--- config.mk ---
export PLATFORM = sky130hd
export DESIGN_NAME = bb_bridge
export DESIGN_NICKNAME = d
export VERILOG_FILES = /design/src/rtl/bb_pkg.sv /design/src/rtl/bb_addr_map.sv /design/src/rtl/bb_bit_merge.sv /design/src/rtl/bb_bridge.sv
export SDC_FILE = /design/constraint.sdc
export NUM_CORES = 1
export LEC_CHECK = 0
export BUFFER_PORTS_ARGS = -buffer_cell sky130_fd_sc_hd__buf_2
export CORE_MARGIN = 4
export CORE_UTILIZATION = 30
export DETAILED_ROUTE_END_ITERATION = 8
export HOLD_SLACK_MARGIN = 0.08
export PLACE_DENSITY = 0.51
export SYNTH_ARGS = -nofsm -noshare
export SYNTH_HDL_FRONTEND = slang
export SYNTH_HIERARCHICAL = 1
export SYNTH_SLANG_ARGS = --single-unit
--- constraint.sdc ---
create_clock -name clk -period 2.3 [get_ports clk]
set_clock_uncertainty 0.05 [all_clocks]
set_input_delay 0.23 -clock clk [delete_from_list [all_inputs] [get_ports clk]]
set_output_delay 0.23 -clock clk [all_outputs]
set_load 0.005 [all_outputs]
--- src/rtl/bb_pkg.sv ---
package bb_pkg;
  localparam int BB_DATA_W = 32;
  localparam int BB_IDX_W  = $clog2(BB_DATA_W);

  typedef enum logic [1:0] {
    SZ_BYTE = 2'd0,
    SZ_HALF = 2'd1,
    SZ_WORD = 2'd2
  } bb_size_e;

  typedef enum logic [2:0] {
    ST_IDLE,
    ST_PASS,
    ST_RD,
    ST_WR,
    ST_DONE
  } bb_state_e;

  function automatic logic [BB_DATA_W-1:0] size_mask(input logic [1:0] sz);
    case (sz)
      SZ_BYTE: size_mask = BB_DATA_W'(32'h0000_00FF);
      SZ_HALF: size_mask = BB_DATA_W'(32'h0000_FFFF);
      default: size_mask = '1;
    endcase
  endfunction
endpackage

--- src/rtl/bb_addr_map.sv ---
module bb_addr_map
  import bb_pkg::*;
#(
  parameter int ADDR_W    = 32,
  parameter int NUM_WIN   = 2,
  parameter int SPAN_BITS = 25,
  parameter int IDX_W     = BB_IDX_W,
  parameter logic [NUM_WIN-1:0][ADDR_W-1:0] ALIAS_BASE  = {32'h4200_0000, 32'h2200_0000},
  parameter logic [NUM_WIN-1:0][ADDR_W-1:0] TARGET_BASE = {32'h4000_0000, 32'h2000_0000}
) (
  input  logic [ADDR_W-1:0] addr,
  input  logic [1:0]        size,
  output logic              hit,
  output logic [ADDR_W-1:0] bk_addr,
  output logic [IDX_W-1:0]  bit_idx
);
  // four alias bytes per backing bit, eight bits per backing byte
  localparam int SHIFT = $clog2(4 * 8);

  logic [NUM_WIN-1:0]             win_hit;
  logic [NUM_WIN-1:0][ADDR_W-1:0] win_addr;
  logic [ADDR_W-1:0]              raw_addr;
  logic [IDX_W-1:0]               raw_idx;

  for (genvar w = 0; w < NUM_WIN; w++) begin : g_win
    assign win_hit[w]  = (addr[ADDR_W-1:SPAN_BITS] == ALIAS_BASE[w][ADDR_W-1:SPAN_BITS]);
    assign win_addr[w] = TARGET_BASE[w] | ADDR_W'(addr[SPAN_BITS-1:0] >> SHIFT);
  end

  always_comb begin
    hit      = 1'b0;
    raw_addr = '0;
    for (int w = NUM_WIN - 1; w >= 0; w--) begin
      if (win_hit[w]) begin
        hit      = 1'b1;
        raw_addr = win_addr[w];
      end
    end
  end

  assign raw_idx = addr[IDX_W+1:2];

  always_comb begin
    bk_addr = raw_addr;
    bit_idx = raw_idx;
    case (size)
      SZ_BYTE: bit_idx = IDX_W'(raw_idx[2:0]);
      SZ_HALF: begin
        bk_addr[0] = 1'b0;
        bit_idx    = IDX_W'(raw_idx[3:0]);
      end
      default: bk_addr[1:0] = 2'b00;
    endcase
  end
endmodule

--- src/rtl/bb_bit_merge.sv ---
module bb_bit_merge
  import bb_pkg::*;
#(
  parameter int DATA_W = BB_DATA_W,
  parameter int IDX_W  = BB_IDX_W
) (
  input  logic [DATA_W-1:0] old_val,
  input  logic [IDX_W-1:0]  bit_idx,
  input  logic              set_val,
  output logic [DATA_W-1:0] merged,
  output logic              bit_out
);
  logic [DATA_W-1:0] sel;

  assign sel     = DATA_W'(1) << bit_idx;
  assign merged  = set_val ? (old_val | sel) : (old_val & ~sel);
  assign bit_out = |(old_val & sel);
endmodule

--- src/rtl/bb_bridge.sv ---
module bb_bridge
  import bb_pkg::*;
#(
  parameter int ADDR_W    = 32,
  parameter int DATA_W    = BB_DATA_W,
  parameter int NUM_WIN   = 2,
  parameter int SPAN_BITS = 25,
  parameter logic [NUM_WIN-1:0][ADDR_W-1:0] ALIAS_BASE  = {32'h4200_0000, 32'h2200_0000},
  parameter logic [NUM_WIN-1:0][ADDR_W-1:0] TARGET_BASE = {32'h4000_0000, 32'h2000_0000}
) (
  input  logic              clk,
  input  logic              rst,
  input  logic              m_valid,
  input  logic              m_write,
  input  logic [ADDR_W-1:0] m_addr,
  input  logic [1:0]        m_size,
  input  logic [DATA_W-1:0] m_wdata,
  output logic              m_ready,
  output logic [DATA_W-1:0] m_rdata,
  output logic              s_valid,
  output logic              s_write,
  output logic [ADDR_W-1:0] s_addr,
  output logic [1:0]        s_size,
  output logic [DATA_W-1:0] s_wdata,
  input  logic              s_ready,
  input  logic [DATA_W-1:0] s_rdata
);
  localparam int IDX_W = $clog2(DATA_W);

  bb_state_e         state;
  logic              req_write, req_alias;
  logic [1:0]        req_size;
  logic [ADDR_W-1:0] req_addr, bk_addr_q;
  logic [DATA_W-1:0] req_wdata, old_q, pass_q;
  logic [IDX_W-1:0]  idx_q;

  logic              map_hit;
  logic [ADDR_W-1:0] map_addr;
  logic [IDX_W-1:0]  map_idx;
  logic [DATA_W-1:0] merged;
  logic              bit_out;

  bb_addr_map #(
    .ADDR_W(ADDR_W), .NUM_WIN(NUM_WIN), .SPAN_BITS(SPAN_BITS), .IDX_W(IDX_W),
    .ALIAS_BASE(ALIAS_BASE), .TARGET_BASE(TARGET_BASE)
  ) map_i (
    .addr(m_addr), .size(m_size), .hit(map_hit), .bk_addr(map_addr), .bit_idx(map_idx)
  );

  bb_bit_merge #(.DATA_W(DATA_W), .IDX_W(IDX_W)) merge_i (
    .old_val(old_q), .bit_idx(idx_q), .set_val(req_wdata[0]),
    .merged(merged), .bit_out(bit_out)
  );

  always_ff @(posedge clk) begin
    if (rst) begin
      state     <= ST_IDLE;
      req_write <= 1'b0;
      req_alias <= 1'b0;
      req_size  <= 2'd0;
      req_addr  <= '0;
      bk_addr_q <= '0;
      req_wdata <= '0;
      old_q     <= '0;
      pass_q    <= '0;
      idx_q     <= '0;
    end else begin
      case (state)
        ST_IDLE: if (m_valid) begin
          req_write <= m_write;
          req_alias <= map_hit;
          req_size  <= m_size;
          req_addr  <= m_addr;
          bk_addr_q <= map_addr;
          req_wdata <= m_wdata;
          idx_q     <= map_idx;
          pass_q    <= '0;
          state     <= map_hit ? ST_RD : ST_PASS;
        end
        ST_PASS: if (s_ready) begin
          if (!req_write) pass_q <= s_rdata;
          state <= ST_DONE;
        end
        ST_RD: if (s_ready) begin
          old_q <= s_rdata & size_mask(req_size);
          state <= req_write ? ST_WR : ST_DONE;
        end
        ST_WR: if (s_ready) state <= ST_DONE;
        default: state <= ST_IDLE;
      endcase
    end
  end

  assign s_valid = (state == ST_PASS) || (state == ST_RD) || (state == ST_WR);
  assign s_write = (state == ST_PASS) ? req_write : (state == ST_WR);
  assign s_addr  = req_alias ? bk_addr_q : req_addr;
  assign s_size  = req_size;
  assign s_wdata = (state == ST_PASS) ? req_wdata : merged;
  assign m_ready = (state == ST_DONE);
  assign m_rdata = (req_alias && !req_write) ? DATA_W'(bit_out) : pass_q;

  AST_READY_PULSE: assert property (@(posedge clk) disable iff (rst)
    m_ready |=> !m_ready);
  AST_READY_AFTER_MEM: assert property (@(posedge clk) disable iff (rst)
    $rose(m_ready) |-> $past(s_valid && s_ready));
  AST_REQ_HOLD: assert property (@(posedge clk) disable iff (rst)
    s_valid && !s_ready |=> s_valid && $stable(s_addr) && $stable(s_write) && $stable(s_wdata));
  AST_RMW_ORDER: assert property (@(posedge clk) disable iff (rst)
    (state == ST_WR) && ($past(state) != ST_WR) |-> $past(s_valid && s_ready && !s_write));
  AST_ONE_BIT: assert property (@(posedge clk) disable iff (rst)
    (state == ST_WR) |-> $countones(s_wdata ^ old_q) <= 1);
  AST_ALIGN: assert property (@(posedge clk) disable iff (rst)
    s_valid && req_alias && (s_size == SZ_WORD) |-> s_addr[1:0] == 2'b00);
  AST_ALIGN_HALF: assert property (@(posedge clk) disable iff (rst)
    s_valid && req_alias && (s_size == SZ_HALF) |-> s_addr[0] == 1'b0);
  AST_RESET_QUIET: assert property (@(posedge clk)
    $past(rst) |-> !m_ready && !s_valid);
endmodule

Word-level counts from Yosys, hierarchy flattened
Index checks and enable logic that the tools add are counted.
Word-level totals
  flip-flop bits (word level): 172
Cells by class
  equality and inequality tests: 13
  shifts and indexed selects: 1
  bitwise operators: 5
  reduce and logical (&&, ||, !) cells: 15
  mux-type cells: 26
Operators with widths (count)
  $mux W32: 11
  $pmux W32 S2: 2
  $and A32 B32 Y32: 3
  $not A32 Y32: 1
  $or A32 B32 Y32: 1
  $reduce_or A32 Y1: 1
  $shl A1 B5 Y32 const A: 1
  $mux W31: 1
  $mux W3: 4
  $pmux W5 S2: 1
  $pmux W3 S3: 1
  $ne A2 B2 Y1 const B: 4
  $eq A7 B5 Y1 const B: 1
  $eq A7 B6 Y1 const B: 1
  $eq A3 B2 Y1 const B: 2
  $mux W1: 5
  $eq A2 B1 Y1 const B: 2
  $logic_not A2 Y1: 2
  $reduce_and A2 Y1: 2
  $reduce_and A4 Y1: 1
  $reduce_or A2 Y1: 2
  $eq A3 B1 Y1 const B: 1
  $eq A3 B3 Y1 const B: 1
  $logic_not A3 Y1: 1
  7 further kinds: 8

Depth between registers and ports, before layout
  word-level depth: 6
  mapped depth: 8

By module
The synthesis kept the hierarchy.
By module, submodules not included
  bb_bridge: cells each 801, area an instance 6946.7 µm², seq. area each 3443.3 µm², instances 1
  bb_bit_merge: cells each 139, area an instance 1007.2 µm², seq. area each 0.0 µm², instances 1
  bb_addr_map: cells each 53, area an instance 518.0 µm², seq. area each 0.0 µm², instances 1

Worst setup path after synthesis
No wires, ideal clock.
  path kind: reg2out
  start: register idx_q[3]
  end: output port m_rdata[0]
  required time: 2020 ps
  data arrival time: 1637 ps
  cell stages (with the launch flop): 7
  setup slack: 383 ps
  cells stage by stage: dfxtp_1 > buf_6 > mux2_4 > o2111ai_2 > a21oi_1 > a2111o_1 > mux2_2
Between the ends
  longest elaborated chain between the ends: 4
RTL lines
  from (decl): line bb_bridge.sv:35  | logic [IDX_W-1:0] idx_q;
  from (signal assigned): line bb_bridge.sv:76  | idx_q <= map_idx;
  $shl A1 B5 Y32: line bb_bit_merge.sv:15  | assign sel = DATA_W'(1) << bit_idx;
  $and A32 B32 Y32: line bb_bit_merge.sv:17  | assign bit_out = |(old_val & sel);
  $reduce_or A32 Y1: line bb_bit_merge.sv:17
  net bit_out: line bb_bridge.sv:41  | logic bit_out;
  $mux W32: line bb_bridge.sv:100  | assign m_rdata = (req_alias && !req_write) ? DATA_W'(bit_out) : pass_q;
  to (decl): line bb_bridge.sv:19  | output logic [DATA_W-1:0] m_rdata,
The timed path passes the listed nets, and every way through them passes these cells.

Worst setup path in the final report
Ends and elaborated chain as after synthesis.

==> impl_metrics.py <==
metrics = {
    "synth": {
        "yosys_warnings": 6,
        "syn_area_sq_um": 8470,
        "ys_types": 62,
        "yosys.area.top_type": "dfxtp_1",
        "synthArstFlopShare_pct": 0,
        "yosysSeqAreaShare_pct": 40.6,
        "synth_top_area_share_pct": 40.6,
        "postSynthAreaPerCell_sq_um": 8.53,
        "ys_seq_elements": 172,
        "synthFlopType": "dfxtp_1",
        "synthTopCellsByArea": "dfxtp_1, mux2_2, nand2_1",
        "synthCells": 993,
        "synth_edf_count": 0,
    },
    "setup_path": {
        "crit_slowest_cell": "a2111o_1",
        "path_class": "reg -> out",
        "cp_max_fo": 7,
        "ff2ff_path_depth": 4,
        "path_cells": "and2b_4, a22oi_2, a2bb2oi_2, o22ai_1, a2111o_1, mux2_4, buf_6",
        "end_kind": "output port",
        "arrival_ps": 2300,
        "required_ps": 2020,
        "cpPeakStageDelay_ps": 460,
        "worst_setup_path_start_kind": "flip-flop",
    },
    "clocking": {
        "cts_buffer_depth": 2,
        "h-tree-depth": 4,
        "cts_buffers": 17,
        "clkSinkCount": 172,
        "clk_latency_ps": 420,
        "root_buffer": "clkbuf_16",
        "cts_tree": "built",
        "clk_pin_slew_ps": 80,
    },
    "power_and_ir_drop": {
        "p_per_area_nw_per_um2": 598,
        "ir_drop_mv": 0.367,
        "finalPower_mw": 7.26,
        "leakage_nw": 5.01,
    },
    "timing": {
        "finalMaxSlewViolations": 0,
        "hold_violations": 0,
        "rsz0062_at_grt": "yes",
        "finalWorstSetupSlack_ps": -280,
        "whs_ps": 331,
        "worst_pin_slew_ps": 601,
        "maxSlewHeadroom_pct": 59.8,
        "fin_crit_sh_pct": 112,
        "setup_viol": 33,
        "min_period_ps": 2580,
        "tns_ps": -4540,
        "max_freq_mhz": 388,
    },
    "floorplan": {
        "boundaryPins": 204,
        "dieArea_sq_um": 31000,
        "die_width_um": 176,
        "core_area_sq_um": 27900,
        "die-height_um": 176,
        "core.rowCount": 61,
        "start_util_pct": 30.4,
    },
    "status": {
        "violations": "setup timing",
        "status": "complete, but fails checks",
    },
    "drt": {
        "routed_wl_um": 27800,
        "dr.pass1.iters": 5,
        "wl_per_cell_um": 16.6,
        "vias_per_cell": 4.74,
        "drc_errors": 0,
        "dr.first_iter.drc_count": 338,
        "ant_nets": 0,
        "vias": 7950,
    },
    "placement": {
        "place_congestion": 0.891,
        "hpwlAfterDp_um": 18700,
        "dp_slack_ps": 69.4,
        "io_buffers": 203,
    },
    "worst_hold_path": {
        "hold_path_depth": 3,
        "hold_class": "in -> reg",
    },
    "grt": {
        "grt_start_max_net_pins": 106,
        "gr-usage-all-layers_pct": 17.5,
        "grt_pass1_wl_um": 43700,
        "grt_pass1_vias": 7910,
        "antenna_found_initial": 0,
        "overflow": 0,
    },
    "job": {
        "drv_cap": 0,
    },
    "cells_and_area": {
        "nets": 1390,
        "drive_above_1_share_pct": 37.0,
        "n_antenna_cell": 0,
        "utilization_pct": 43.6,
        "syn_to_final_growth_pct": 43.3,
    },
}
==> layout make-up <==
cell class                      count  area (sq um)
Fill cell                        2806         15700
Multi-Input combinational cell    725          4820
Sequential cell                   172          3460
Timing Repair Buffer              366          2740
Tap cell                          378           473
Clock buffer                       17           425
Clock inverter                     15           201
Inverter                            5          21.3
==> stage by stage <==
| step | std cells | area [sq um] |
|---|---|---|
| after floorplan | 1002 | 8510 |
| after global placement | 1523 | 9880 |
| after detailed placement | 1523 | 9880 |
| after CTS | 1675 | 12000 |
| after global routing | 1678 | 12100 |
| final | 1678 | 12100 |
==> metal layers <==
layer | global-route usage, % | share of wire, % | vias up
met1 | 22.7 | 44 | 3725
met3 | 3.53 | 5.0 | 49
met2 | 29.5 | 48 | 203
met4 | 5.39 | 2.7 | 0
li1 | - | - | 3973
met5 | 0 | 0 | -
==> power breakdown <==
group          switching (mW)  internal [mW]
clock                    1.48           1.49
sequential             0.0693           3.09
combinational           0.579          0.552
total                    2.13           5.13
==> sequential cells by signal, summed over array words and instances, names as in the netlist <==
name,count
bk_addr_q,32
old_q,32
pass_q,32
req_addr,32
req_wdata,32
idx_q,5
state,3
s_size,2
req_alias,1
req_write,1
==> kinds of logic after synthesis <==
logic type	synth area share [%]
DFF	40.6
and+or+nand+nor	25.0
other	0.0443
muxes	13.7
buffers and inverters	6.50
AOI/OAI and AO/OA	14.0
xor gates and xnor gates	0.103
==> Yosys cell counts (all sizes together) (3+ instances only) <==
cell type and count:
a22oi 3, clkbuf 46, nor4 4, nand2 265
nand3 25, nor4b 22, nand3b 3, a22o 32
a31o 8, or3b 3, dfxtp 172, inv 5
nor2b 3, buf 54, a21oi 134, mux2 99
o21ai 4, nor2 30, nor3b 12, and2 33
==> critical path: cells and delay by family, from the launching register on <==
kind / cells / cell delay, ps
buffers and inverters: 1 / 110
flip-flops: 1 / 400
AND/OR/NAND/NOR: 1 / 210
multiplexers: 1 / 290
AO/OA/AOI/OAI: 4 / 860
==> cell usage in the layout (no fill, tap or decap), types with 3 or more instances in the layout <==
cell type | synthesis | layout
nand2_1 | 265 | 256
buf_2 | 26 | 191
dfxtp_1 | 172 | 167
a21oi_1 | 134 | 132
dlygate4sd3_1 | 0 | 101
mux2_2 | 98 | 70
buf_4 | 23 | 38
and2_1 | 33 | 33
a22o_1 | 32 | 32
mux2_4 | 1 | 29
buf_6 | 5 | 25
nand3_1 | 25 | 22
clkbuf_16 | 0 | 17
nor4b_2 | 17 | 16
nor2_4 | 2 | 11
nor2_1 | 27 | 10
nor3b_1 | 11 | 10
conb_1 | 1 | 10
clkinv_8 | 0 | 9
nor2_2 | 1 | 9
a31o_2 | 7 | 7
nand2_2 | 0 | 7
buf_12 | 0 | 7
dfxtp_4 | 0 | 5
inv_1 | 5 | 4
o21ai_0 | 4 | 4
inv_6 | 0 | 4
nor4b_1 | 4 | 4
nor2b_1 | 3 | 3
nor4_2 | 3 | 3
nand3b_1 | 3 | 3
nand3_2 | 0 | 3
==> final timing paths <==
kind / startpoint / endpoint / slack [ps]
worst min-delay path: rst / old_q[6] / 330
worst max-delay path: idx_q[3] / m_rdata[0] / -280
worst min register to register: bk_addr_q[20] / bk_addr_q[20] / 400
worst max register to register: state[1] / old_q[15] / 550
==> what timing repair did <==
item                       CTS  global route
hold buffers               101             0
pin swaps                   14            10
cloned                       1             0
gates resized for setup     95            30
setup endpoints to repair   33            33
buffers inserted            18             4
hold endpoints to repair   136             0
Note: power is estimated with default switching activity, not from simulation.
